## src/rtl/i2cx_pkg.sv

```systemverilog
package i2cx_pkg;

    localparam int BYTE_W = 8;
    localparam int LOW_W  = 4;
    localparam int PFX_W  = 3;
    localparam int CNT_W  = 4;

    localparam logic [PFX_W-1:0] PFX_A = 3'b110;
    localparam logic [PFX_W-1:0] PFX_B = 3'b101;

    typedef enum logic [2:0] {
        ST_IDLE,
        ST_ADDR,
        ST_AACK,
        ST_WDATA,
        ST_WACK,
        ST_RDATA,
        ST_RACK,
        ST_WAIT
    } bus_st_e;

    typedef struct packed {
        logic start;
        logic stop;
        logic rise;
        logic fall;
        logic sda;
    } bus_ev_t;

    function automatic logic [3:0] a_outs_of(input logic [BYTE_W-1:0] b);
        return {b[7], b[6], b[1], b[0]};
    endfunction

    function automatic logic [3:0] mask_of(input logic [BYTE_W-1:0] b);
        return b[5:2];
    endfunction

    function automatic logic [BYTE_W-1:0] flag_byte(input logic [3:0] f);
        return {2'b00, f, 2'b00};
    endfunction

endpackage

```

## src/rtl/i2cx_line_cond.sv

```systemverilog
module i2cx_line_cond
    import i2cx_pkg::*;
#(
    parameter int SYNC_STAGES = 2
) (
    input  logic    clk,
    input  logic    rst,
    input  logic    scl_i,
    input  logic    sda_i,
    output bus_ev_t ev
);
    logic [SYNC_STAGES-1:0] scl_sr, sda_sr;
    logic scl_p, sda_p;
    logic scl_s, sda_s;

    assign scl_s = scl_sr[SYNC_STAGES-1];
    assign sda_s = sda_sr[SYNC_STAGES-1];

    always_ff @(posedge clk) begin
        if (rst) begin
            scl_sr <= '1;
            sda_sr <= '1;
            scl_p  <= 1'b1;
            sda_p  <= 1'b1;
        end else begin
            scl_sr <= {scl_sr[SYNC_STAGES-2:0], scl_i};
            sda_sr <= {sda_sr[SYNC_STAGES-2:0], sda_i};
            scl_p  <= scl_s;
            sda_p  <= sda_s;
        end
    end

    always_comb begin
        ev.rise  = scl_s & ~scl_p;
        ev.fall  = ~scl_s & scl_p;
        ev.start = scl_s & scl_p & sda_p & ~sda_s;
        ev.stop  = scl_s & scl_p & ~sda_p & sda_s;
        ev.sda   = sda_s;
    end
endmodule

```

## src/rtl/i2cx_port_regs.sv

```systemverilog
module i2cx_port_regs
    import i2cx_pkg::*;
#(
    parameter logic [3:0]        A_OUT_RST = 4'hF,
    parameter logic [3:0]        MASK_RST  = 4'hF,
    parameter logic [BYTE_W-1:0] B_OUT_RST = 8'hFF
) (
    input  logic              clk,
    input  logic              rst,
    input  logic              wr_a,
    input  logic              wr_b,
    input  logic [BYTE_W-1:0] wdata,
    output logic [3:0]        a_drv,
    output logic [3:0]        irq_mask,
    output logic [BYTE_W-1:0] b_drv
);
    always_ff @(posedge clk) begin
        if (rst) begin
            a_drv    <= A_OUT_RST;
            irq_mask <= MASK_RST;
            b_drv    <= B_OUT_RST;
        end else begin
            if (wr_a) begin
                a_drv    <= a_outs_of(wdata);
                irq_mask <= mask_of(wdata);
            end
            if (wr_b) begin
                b_drv <= wdata;
            end
        end
    end
endmodule

```

## src/rtl/i2cx_dual_slave.sv

```systemverilog
module i2cx_dual_slave
    import i2cx_pkg::*;
#(
    parameter int                SYNC_STAGES = 2,
    parameter logic [3:0]        A_OUT_RST   = 4'hF,
    parameter logic [3:0]        MASK_RST    = 4'hF,
    parameter logic [BYTE_W-1:0] B_OUT_RST   = 8'hFF
) (
    input  logic              clk,
    input  logic              rst,
    input  logic              bus_rst_n,
    input  logic              scl_i,
    input  logic              sda_i,
    output logic              sda_oe,
    input  logic [LOW_W-1:0]  addr_lo,
    input  logic [BYTE_W-1:0] a_pins_i,
    input  logic [BYTE_W-1:0] b_pins_i,
    input  logic [3:0]        chg_flags_i,
    output logic [3:0]        a_drv,
    output logic [3:0]        irq_mask,
    output logic [BYTE_W-1:0] b_drv,
    output logic              sample_stb,
    output logic              read_act,
    output logic              stop_pulse
);
    bus_ev_t           ev;
    bus_st_e           st;
    logic [CNT_W-1:0]  bitcnt;
    logic [BYTE_W-1:0] sh, tx, snap_pins, next_byte;
    logic [3:0]        snap_flg;
    logic              sda_oe_q, is_rd, grp_b, odd, acked, rd_act_q;
    logic              hit_a, hit_b, stb_now, cap_b, wr_a_stb, wr_b_stb;
    logic              start_ev, stop_ev, byte_done;

    i2cx_line_cond #(.SYNC_STAGES(SYNC_STAGES)) u_cond (
        .clk   (clk),
        .rst   (rst),
        .scl_i (scl_i),
        .sda_i (sda_i),
        .ev    (ev)
    );

    assign start_ev  = ev.start;
    assign stop_ev   = ev.stop;
    assign byte_done = (bitcnt == CNT_W'(BYTE_W));
    assign hit_a     = (sh[7:5] == PFX_A) && (sh[4:1] == addr_lo);
    assign hit_b     = (sh[7:5] == PFX_B) && (sh[4:1] == addr_lo);

    always_comb begin
        stb_now = 1'b0;
        cap_b   = 1'b0;
        if (bus_rst_n && ev.rise) begin
            if (st == ST_AACK) begin
                stb_now = 1'b1;
            end else if (st == ST_RACK && !ev.sda) begin
                if (grp_b) cap_b = 1'b1;
                else if (odd) stb_now = 1'b1;
            end
        end
    end

    assign wr_a_stb = bus_rst_n && ev.fall && st == ST_WDATA && byte_done && !grp_b;
    assign wr_b_stb = bus_rst_n && ev.fall && st == ST_WDATA && byte_done && grp_b;

    always_comb begin
        if (grp_b || odd) next_byte = snap_pins;
        else next_byte = flag_byte(snap_flg);
    end

    always_ff @(posedge clk) begin
        if (rst) begin
            st        <= ST_IDLE;
            bitcnt    <= '0;
            sh        <= '0;
            tx        <= '0;
            snap_pins <= '0;
            snap_flg  <= '0;
            sda_oe_q  <= 1'b0;
            is_rd     <= 1'b0;
            grp_b     <= 1'b0;
            odd       <= 1'b0;
            acked     <= 1'b0;
            rd_act_q  <= 1'b0;
        end else if (!bus_rst_n || ev.stop) begin
            st       <= ST_IDLE;
            bitcnt   <= '0;
            sda_oe_q <= 1'b0;
            rd_act_q <= 1'b0;
        end else if (ev.start) begin
            st       <= ST_ADDR;
            bitcnt   <= '0;
            sda_oe_q <= 1'b0;
            rd_act_q <= 1'b0;
        end else begin
            if (stb_now) begin
                snap_pins <= grp_b ? b_pins_i : a_pins_i;
                snap_flg  <= chg_flags_i;
            end
            if (cap_b) begin
                snap_pins <= b_pins_i;
            end
            unique case (st)
                ST_ADDR, ST_WDATA: begin
                    if (ev.rise) begin
                        sh     <= {sh[BYTE_W-2:0], ev.sda};
                        bitcnt <= bitcnt + 1'b1;
                    end else if (ev.fall && byte_done) begin
                        bitcnt <= '0;
                        if (st == ST_WDATA) begin
                            sda_oe_q <= 1'b1;
                            st       <= ST_WACK;
                        end else if (hit_a || hit_b) begin
                            sda_oe_q <= 1'b1;
                            is_rd    <= sh[0];
                            grp_b    <= hit_b;
                            st       <= ST_AACK;
                        end else begin
                            st <= ST_WAIT;
                        end
                    end
                end
                ST_AACK: begin
                    if (ev.rise && is_rd) begin
                        rd_act_q <= 1'b1;
                    end
                    if (ev.fall) begin
                        if (is_rd) begin
                            tx       <= snap_pins;
                            sda_oe_q <= ~snap_pins[BYTE_W-1];
                            odd      <= 1'b0;
                            st       <= ST_RDATA;
                        end else begin
                            sda_oe_q <= 1'b0;
                            st       <= ST_WDATA;
                        end
                    end
                end
                ST_WACK: begin
                    if (ev.fall) begin
                        sda_oe_q <= 1'b0;
                        st       <= ST_WDATA;
                    end
                end
                ST_RDATA: begin
                    if (ev.rise) begin
                        bitcnt <= bitcnt + 1'b1;
                    end else if (ev.fall) begin
                        if (byte_done) begin
                            bitcnt   <= '0;
                            sda_oe_q <= 1'b0;
                            st       <= ST_RACK;
                        end else begin
                            sda_oe_q <= ~tx[BYTE_W-2];
                            tx       <= {tx[BYTE_W-2:0], 1'b0};
                        end
                    end
                end
                ST_RACK: begin
                    if (ev.rise) begin
                        acked <= ~ev.sda;
                    end else if (ev.fall) begin
                        if (acked) begin
                            tx       <= next_byte;
                            sda_oe_q <= ~next_byte[BYTE_W-1];
                            odd      <= ~odd;
                            st       <= ST_RDATA;
                        end else begin
                            sda_oe_q <= 1'b0;
                            st       <= ST_WAIT;
                        end
                    end
                end
                default: ;
            endcase
        end
    end

    i2cx_port_regs #(
        .A_OUT_RST (A_OUT_RST),
        .MASK_RST  (MASK_RST),
        .B_OUT_RST (B_OUT_RST)
    ) u_regs (
        .clk      (clk),
        .rst      (rst),
        .wr_a     (wr_a_stb),
        .wr_b     (wr_b_stb),
        .wdata    (sh),
        .a_drv    (a_drv),
        .irq_mask (irq_mask),
        .b_drv    (b_drv)
    );

    assign sda_oe     = sda_oe_q;
    assign read_act   = rd_act_q;
    assign sample_stb = stb_now;
    assign stop_pulse = ev.stop;
endmodule

```

## config.mk

```make
export PLATFORM = sky130hd
export DESIGN_NAME = i2cx_dual_slave
export DESIGN_NICKNAME = d
export VERILOG_FILES = /design/src/rtl/i2cx_pkg.sv /design/src/rtl/i2cx_line_cond.sv /design/src/rtl/i2cx_port_regs.sv /design/src/rtl/i2cx_dual_slave.sv
export SDC_FILE = /design/constraint.sdc
export NUM_CORES = 1
export LEC_CHECK = 0
export ABC_AREA = 1
export BUFFER_PORTS_ARGS = -buffer_cell sky130_fd_sc_hd__buf_4
export CAP_MARGIN = 20
export CORE_MARGIN = 2
export CORE_UTILIZATION = 50
export DETAILED_ROUTE_END_ITERATION = 8
export PLACE_DENSITY = 0.81
export SLEW_MARGIN = 20
export SYNTH_ARGS = -nofsm -noshare
export SYNTH_HDL_FRONTEND = slang
export SYNTH_SLANG_ARGS = --single-unit
```

## constraint.sdc

```tcl
create_clock -name clk -period 1.54 [get_ports clk]
set_input_delay 0.077 -clock clk [delete_from_list [all_inputs] [get_ports clk]]
set_output_delay 0.077 -clock clk [all_outputs]
set_load 0.05 [all_outputs]
```

Yosys cells after proc, flatten, opt, wreduce, memory -nomap -nowiden
Cells that the tools add are included.
{"block": "word_totals", "regBits": 62, "out_inout_bits": 20, "wordCells": 176}
{"block": "op_classes", "eq_ne": 35, "add_sub_neg": 1, "n_reduce_logical": 38, "mux": 63, "n_bitwise": 19}
{"cell": "2-to-1 mux 7 bit", "count": 8}
{"cell": "inequality test 3 bit (second input constant)", "count": 13}
{"cell": "2-to-1 mux 3 bit", "count": 12}
{"cell": "2-to-1 mux 8 bit", "count": 4}
{"cell": "AND reduction 10 bit", "count": 3}
{"cell": "2-to-1 mux 1 bit", "count": 28}
{"cell": "inequality test 2 bit (second input constant)", "count": 12}
{"cell": "one-hot mux 7 bit (3 select lines)", "count": 1}
{"cell": "2-to-1 mux 4 bit", "count": 5}
{"cell": "equality test 3 bit (second input constant)", "count": 5}
{"cell": "one-hot mux 3 bit (5 select lines)", "count": 1}
{"cell": "NOT 1 bit", "count": 12}
{"cell": "AND reduction 4 bit", "count": 3}
{"cell": "logical AND 1 bit", "count": 11}
{"cell": "AND reduction 11 bit", "count": 1}
{"cell": "one-hot mux 4 bit (2 select lines)", "count": 1}
{"cell": "AND reduction 8 bit", "count": 1}
{"cell": "AND 1 bit", "count": 7}
{"cell": "AND reduction 7 bit", "count": 1}
{"cell": "equality test 3 x 2 -> 1 bit (second input constant)", "count": 2}
{"cell": "AND reduction 3 bit", "count": 2}
{"cell": "nonzero test 2 bit", "count": 3}
{"cell": "nonzero test 6 bit", "count": 1}
{"cell": "one-hot mux 1 bit (5 select lines)", "count": 1}
{"cell": "other kinds (13)", "count": 18}

Longest topological paths before layout
Gate-level depths: netlist (run 1).
{"block": "depth", "depth_word": 9, "mapped_depth": 11}

By module
From an unflattened synthesis (run 1), not the netlist that was laid out.
{"block": "unflattened", "cells_unflattened": 458, "hier_area_um2": 3085.5}
{"mod": "i2cx_dual_slave", "seq_area_each_um2": 800.8, "n_inst": 1, "cells_each": 363, "area_each_um2": 2304.7}
{"mod": "i2cx_port_regs", "seq_area_each_um2": 320.3, "n_inst": 1, "cells_each": 70, "area_each_um2": 575.6}
{"mod": "i2cx_line_cond", "seq_area_each_um2": 120.1, "n_inst": 1, "cells_each": 25, "area_each_um2": 205.2}

Worst setup path before layout (run 1)
No wires, ideal clock.
{"block": "synth_path", "path_type": "reg-to-reg", "start": "register u_cond.scl_p", "end": "register bitcnt[3]", "path_slack_ns": 0.006, "setup_time_ns": 0.115, "stages_incl_launch_ff": 10, "synth_period_minus_slack_ns": 1.534, "t_arrival_ns": 1.418, "path_cell_list": "dfxtp_1 -> inv_1 -> ha_1 -> inv_1 -> nor2_1 -> nor2_1 -> nand2_1 -> nand2_1 -> xor2_1 -> nor2_1"}
{"block": "synth_via", "elab_chain_cells": 5, "elab_cells_between_ends": 18, "cone_classes": "eq/ne (3); mux (3); bitwise (8); reduce/logical (4)"}
{"item": "start, declared", "line": "i2cx_line_cond.sv:13", "rtl": "logic scl_p, sda_p;"}
{"item": "start signal, assigned", "line": "i2cx_line_cond.sv:28", "rtl": "scl_p <= scl_s;"}
{"item": "AND 1 bit", "line": "i2cx_line_cond.sv:36, i2cx_line_cond.sv:37"}
{"item": "AND 1 bit (2 in series)", "line": "i2cx_line_cond.sv:37", "rtl": "ev.stop = scl_s & scl_p & ~sda_p & sda_s;"}
{"item": "logical OR 1 bit", "line": "i2cx_dual_slave.sv:84", "rtl": "end else if (!bus_rst_n || ev.stop) begin"}
{"item": "OR reduction 3 bit (no source line)"}
{"item": "end signal, assigned", "line": "i2cx_dual_slave.sv:106", "rtl": "bitcnt <= bitcnt + 1'b1;"}
{"item": "end signal, assigned", "line": "i2cx_dual_slave.sv:146", "rtl": "bitcnt <= bitcnt + 1'b1;"}
{"item": "end, declared", "line": "i2cx_dual_slave.sv:28", "rtl": "logic [CNT_W-1:0] bitcnt;"}
Parallel ways exist; a longest one is shown, timed or not.
A chain may end at the register's enable or synchronous reset.

Final worst setup path (run 1)
{"block": "layout_path", "start": "register st[0]", "end": "register tx[0]"}
{"block": "layout_via", "elab_chain_cells": 3, "elab_cells_between_ends": 14, "cone_classes": "eq/ne (11); mux (1); reduce/logical (2)"}
{"item": "start, declared", "line": "i2cx_dual_slave.sv:27", "rtl": "bus_st_e st;"}
{"item": "start signal, assigned", "line": "i2cx_dual_slave.sv:72", "rtl": "st <= ST_IDLE;"}
{"item": "start signal, assigned", "line": "i2cx_dual_slave.sv:85", "rtl": "st <= ST_IDLE;"}
{"item": "start signal, assigned", "line": "i2cx_dual_slave.sv:90", "rtl": "st <= ST_ADDR;"}
{"item": "equality test 3 bit / equality test 3 x 2 -> 1 bit (equally long branches)", "line": "i2cx_dual_slave.sv:102", "rtl": "unique case (st)"}
{"item": "inequality test 2 bit (no source line) / nonzero test 3 bit (equally long branches)"}
{"item": "AND reduction 11 bit (no source line)"}
{"item": "end signal, assigned", "line": "i2cx_dual_slave.sv:128", "rtl": "tx <= snap_pins;"}
{"item": "end signal, assigned", "line": "i2cx_dual_slave.sv:154", "rtl": "tx <= {tx[BYTE_W-2:0], 1'b0};"}
{"item": "end signal, assigned", "line": "i2cx_dual_slave.sv:163", "rtl": "tx <= next_byte;"}
{"item": "end, declared", "line": "i2cx_dual_slave.sv:29", "rtl": "logic [BYTE_W-1:0] sh, tx, snap_pins, next_byte;"}
Parallel ways exist; a longest one is shown, timed or not.

==> results of run 1 <==
[cells by family (layout without fill, tap and decap cells)]
logic type / after synthesis / count (layout)
simple gates: 263 / 264
flops: 62 / 62
buf+inv: 59 / 167
compound gates: 52 / 52
fa+ha+maj: 6 / 6
xor+xnor: 6 / 6
[worst max-delay path: stages, from the launching register on]
cell     delay [ns]
dfxtp_2        0.33
buf_4          0.16
nor2_4         0.19
buf_4          0.15
buf_4          0.10
nand2_1        0.07
o21ai_2        0.12
nor2_4         0.09
nand2_4        0.13
inv_4          0.06
nor2_1         0.16
nor2_1         0.09
[registers in the layout, indices dropped and copies added (netlist names)]
signal,cells
grp_b,1
tx,7
snap_pins,8
u_regs.a_drv,4
u_cond.scl_p,1
snap_flg,4
u_cond.sda_sr,2
is_rd,1
sh,8
u_cond.sda_p,1
st,3
acked,1
odd,1
read_act,1
u_cond.scl_sr,2
u_regs.irq_mask,4
u_regs.b_drv,8
bitcnt,4
sda_oe,1
[metal layers]
metal / up-vias / GRT usage (%) / wire (um)
li1: 1616 / - / -
met1: 1620 / 30.4 / 4010
met2: 241 / 41.8 / 5150
met3: 93 / 5.17 / 957
met4: 0 / 9.99 / 678
met5: - / 0 / 0
[cell usage in the layout (no fill, tap or decap), types with 4 or more instances in the layout]
cell	n
dlygate4sd3_1	5
nor2_4	12
nand3_2	5
o21ai_2	4
buf_4	89
nand2_2	18
a21oi_1	15
or2_2	5
inv_1	32
inv_2	13
xor2_1	6
nor2_2	15
nand2_1	109
dfxtp_1	57
nand2_4	11
o21ai_1	9
nor2_1	53
o211ai_1	9
o21ai_0	10
nand3_1	21
clkbuf_8	9
[worst min-delay path by stage]
| stage | from | end | cells past startpoint |
|---|---|---|---|
| 6_report | chg_flags_i[0] | snap_flg[0] | 3 |
| 5_1_grt | chg_flags_i[0] | snap_flg[0] | 3 |
| 4_1_cts | chg_flags_i[1] | snap_flg[1] | 3 |
| 3_5_place_dp | sda_i | u_cond.sda_sr[0] | 2 |
| 3_3_place_gp | sda_i | u_cond.sda_sr[0] | 2 |
| 2_1_floorplan | rst | snap_flg[1] | 1 |
[through the flow]
step                hold slack (ns)  setup TNS (ns)  power, W  util (%)  instance area [sq um]
global placement              0.261          -0.300   0.00184      62.8                   3760
detailed placement            0.266          -0.984   0.00184      62.8                   3760
floorplan                     0.146               0   0.00174         -                   3130
global route                 0.0256           -5.96   0.00326      75.1                   4500
finish                      0.00716           -2.99   0.00316      75.1                   4500
CTS                          0.0112          -0.190   0.00310      69.0                   4130
[report_power, final]
part	leakage, nW	switching (W)	total, W	internal, W
combinational	1.56	0.000134	0.000259	0.000124
clock	0.0816	0.000705	0.00129	0.000584
sequential	0.503	0.00000802	0.00161	0.00161
[layout make-up]
| class | count | area [sq um] |
|---|---|---|
| Clock inverter | 7 | 50.0 |
| Clock buffer | 9 | 124 |
| Sequential cell | 62 | 1250 |
| Multi-Input combinational cell | 328 | 1920 |
| Fill cell | 364 | 1490 |
| Inverter | 48 | 188 |
| Timing Repair Buffer | 103 | 867 |
| Tap cell | 75 | 93.8 |
[timing repair]
action                                  in CTS  in global routing
hold buffers                                 5                  0
buffers inserted                             8                 10
endpoints found under the setup margin      38                 57
gates resized for setup                     23                 85
pin swaps                                    8                 25
hold endpoints to repair                     5                  0
cloned                                       0                  3
==> impl_metrics.json, run 1 <==
{
  "wl_per_cell_um": 17.1,
  "ys_warn_count": 0,
  "port_buffers": 48,
  "synth_mux_area_share_pct": 0,
  "synth_xor_area_share_pct": 1.68,
  "grt.total_usage_pct": 24.6,
  "yosysSeqAreaShare_pct": 39.6,
  "grt-ovfl-total": 0,
  "netlist-cell-type-count": 34,
  "routabilityCongestion": 0.935,
  "pwr_density_cell_nw_per_um2": 703,
  "area_growth_pct": 43.6,
  "reg2reg_setup_slack_ns": -0.23,
  "cts_root_buffer": "clkbuf_8",
  "reg2reg_to": "tx[0]",
  "synth-adder-area-share_pct": 2.40,
  "synth_area_sq_um": 3130,
  "synth_compound_area_share_pct": 9.67,
  "required_ns": 1.77,
  "pre_cts_slack_ns": -0.0963,
  "start_util_pct": 52.3,
  "die_h_um": 83.1,
  "finalCritPeriodShare_pct": 115,
  "drcViolationCount": 1,
  "slew_violations": 0,
  "die_w_um": 83.1,
  "synth_common_cells": "nand2_1, nor2_1, dfxtp_1, inv_1, nand3_1",
  "vdd_ir_drop_max_mv": 0.870,
  "rsz0062_at_grt": "yes",
  "clock_path_buffers": 2,
  "cts_tree": "done",
  "cts.sinks": 62,
  "endpoint_kind": "register",
  "grt_pass1_wl_mm": 14.0,
  "layout.nets": 587,
  "diodes": 0,
  "hold_path_class": "input port to register",
  "drtIter0Drc": 453,
  "synth.avg_cell_area_sq_um": 6.99,
  "cts_buffers": 9,
  "syn-num-nets": 483,
  "synth_flop_cell": "dfxtp_1",
  "synth_top_family_by_area": "simple AND/OR/NAND/NOR gates",
  "ys_top_cells_by_area": "dfxtp_1, nand2_1, nor2_1",
  "hold_violations": 0,
  "final_layout_size_suffix_gt1_share_pct": 39.7,
  "status": "finished with violations",
  "ys_seq_elements": 62,
  "htree_levels": 3,
  "synth.top_cell.area_share_pct": 39.6,
  "grt_max_degree": 49,
  "rr_startpoint": "st[0]",
  "period_needed_ns": 1.77,
  "fin_skew_ns": 0.0102,
  "async_reset_ff_share_pct": 0,
  "io_pins": 49,
  "dp_cells": 590,
  "wl_mm": 10.8,
  "firstDrtPassIters": 9,
  "antenna_left": 0,
  "p_leak_nw": 2.14,
  "tightest_slew_ns": 0.323,
  "final.setup.worst_slack_ns": -0.225,
  "final_cells": 632,
  "synth.most_common_cell": "nand2_1",
  "cts.clk_slew.worst_paths_ns": 0.07,
  "violations": "design-rule violations, negative setup slack",
  "critPathLaunchType": "register",
  "grt_pass1_vias": 3097,
  "antenna_found_initial": 0,
  "die-area_sq_um": 6910,
  "setup_viol": 37,
  "crit_arrival_ns": 2.00,
  "clkLatencyLatePin_ns": 0.35,
  "syn_inst": 448,
  "reg2reg_depth": 11,
  "synth_simple_gate_area_share_pct": 38.8,
  "critPathCapture": "tx[0]",
  "startpoint": "st[0]",
  "synth_edf_count": 0,
  "yosys.area.top_type": "dfxtp_1",
  "core_area_sq_um": 5990,
  "viasPerCell": 5.65,
  "timing.slew.headroom_pct": 78.4,
  "crit_type": "register to register",
  "vias": 3570,
  "critPathMaxFanout": 5,
  "fmax_mhz": 566,
  "drv_cap": 0,
  "num_rows": 28,
  "dp_hpwl_mm": 5.56
}
Note: power is estimated with default switching activity, not from simulation.
==> inputs of run 2 (changes only) <==
PLACE_DENSITY = 0.76   (was 0.81)
==> run 2 against run 1 <==
  * The run ends with negative setup slack left
  * Sequential share of layout area is 0.64 points higher
  * Via count is 5.8% lower
  * Power is 3.1% lower
  * Utilization is 1.5 points lower
  * Setup slack better by 0.090 ns
  * Highest routed layer unchanged
  * Routed wire length is 18% lower
  * Count of clock-buffer cells in the layout is 2 higher
  * Clock skew is 0.0010 ns higher
  * Final area is 1.9% lower
==> impl_metrics.json, run 2 (synthesized netlist as in run 1, its figures left out) <==
{
  "io_pins": 49,
  "cts_buffers": 9,
  "drv_cap": 0,
  "layout.nets": 585,
  "whs_ns": 0.0137,
  "vias": 3362,
  "htree_levels": 3,
  "finalCritPeriodShare_pct": 109,
  "reg2reg_depth": 10,
  "timing.slew.headroom_pct": 76.1,
  "min_path_cells": 3,
  "drcViolationCount": 0,
  "wl_mm": 8.89,
  "grt_pass1_vias": 2924,
  "dp_hpwl_mm": 5.71,
  "clkLatencyLatePin_ns": 0.34,
  "fin_skew_ns": 0.0112,
  "cts_tree": "done",
  "rsz0062_at_grt": "yes",
  "final_layout_size_suffix_gt1_share_pct": 37.7,
  "die_h_um": 83.1,
  "core_area_sq_um": 5990,
  "grt.total_usage_pct": 22.9,
  "antenna_left": 0,
  "grt-ovfl-total": 0,
  "port_buffers": 48,
  "pwr_density_cell_nw_per_um2": 695,
  "p_leak_nw": 2.11,
  "tns_ns": -1.18,
  "period_needed_ns": 1.68,
  "largestRegisters": "sh: 8 flops, snap_pins: 8 flops, u_regs.b_drv: 8 flops",
  "required_ns": 1.81,
  "violations": "negative setup slack",
  "viasPerCell": 5.34,
  "die_w_um": 83.1,
  "grt_max_degree": 40,
  "die-area_sq_um": 6910,
  "slew_violations": 0,
  "mostFrequentLayoutCell": "nand2_1",
  "cts.sinks": 62,
  "cts_root_buffer": "clkbuf_8",
  "routabilityCongestion": 0.971,
  "grt_pass1_wl_mm": 13.1,
  "crit_type": "register to register",
  "tightest_slew_ns": 0.357,
  "dpl-instance-area_sq_um": 3780,
  "final.setup.worst_slack_ns": -0.136,
  "critPathMaxFanout": 3,
  "crit_arrival_ns": 1.95,
  "num_rows": 28,
  "area_growth_pct": 40.8,
  "wl_per_cell_um": 14.1,
  "nFillCells": 425,
  "antenna_found_initial": 0,
  "status": "finished with violations",
  "setup_viol": 25,
  "cts.clk_slew.worst_paths_ns": 0.07,
  "fin_area_sq_um": 4410,
  "fmax_mhz": 597,
  "hold_violations": 0,
  "vdd_ir_drop_max_mv": 0.505,
  "drtIter0Drc": 148,
  "critPathLaunchType": "register",
  "final_cell_mix": "nand2_1, buf_4, nor2_1, dfxtp_1, inv_1",
  "hold_path_class": "input port to register",
  "final_core_util_pct": 73.6,
  "firstDrtPassIters": 5,
  "diodes": 0,
  "endpoint_kind": "register",
  "clock_path_buffers": 2,
  "start_util_pct": 52.3
}
run 2: repair_timing:
item / 4_1_cts / 5_1_grt
gates resized for setup: 26 / 71
hold buffers: 5 / 0
gates cloned: 1 / 2
endpoints found under the setup margin: 36 / 54
pin swaps: 8 / 27
hold endpoints to repair: 5 / 0
buffers inserted: 6 / 8
run 2: per-layer routing:
layer  GRT usage [%]  routed length, um  up-vias
met5               0                  0        -
met2            38.5               4450      138
met4            7.60                275        0
met3            6.46                532       35
met1            28.3               3630     1568
li1                -                  -     1621
run 2: path summary, 6_finish.rpt:
| kind | from | end | slack (ns) |
|---|---|---|---|
| max | u_cond.scl_p | grp_b | -0.14 |
| min | chg_flags_i[3] | snap_flg[3] | 0.01 |
| max reg2reg | u_cond.scl_p | grp_b | -0.14 |
| min reg2reg | u_cond.scl_sr[0] | u_cond.scl_sr[1] | 0.41 |
run 2: report_power, final:
| part | switching, W | internal (W) | leakage (nW) | total [W] |
|---|---|---|---|---|
| logic | 0.000118 | 0.000113 | 1.53 | 0.000231 |
| clock network | 0.000638 | 0.000583 | 0.0755 | 0.00122 |
| registers | 0.00000721 | 0.00160 | 0.504 | 0.00161 |
run 2: layout make-up:
type / instances / area (sq um) / share of cell area (%)
Clock inverter: 5 / 36.3 / 0.823
Timing Repair Buffer: 100 / 802 / 18.2
Multi-Input combinational cell: 329 / 1890 / 43.0
Tap cell: 75 / 93.8 / 2.13
Sequential cell: 62 / 1260 / 28.5
Inverter: 48 / 193 / 4.37
Clock buffer: 11 / 131 / 2.98
run 2: per-stage QoR:
step | setup WS (ns) | power (W) | instances
floorplan | 0.00627 | 0.00174 | 448
global placement | -0.106 | 0.00184 | 593
detailed placement | -0.111 | 0.00184 | 593
CTS | -0.0718 | 0.00306 | 621
global route | -0.214 | 0.00317 | 630
finish | -0.136 | 0.00306 | 630
run 2: critical path, stage by stage, from the launching register on:
cell	delay, ns
dfxtp_2	0.36
buf_6	0.11
ha_4	0.13
nand4_1	0.20
buf_4	0.21
nor3_4	0.12
nand2_2	0.11
nor2_4	0.12
buf_4	0.12
nor2_1	0.03
nor2_1	0.10
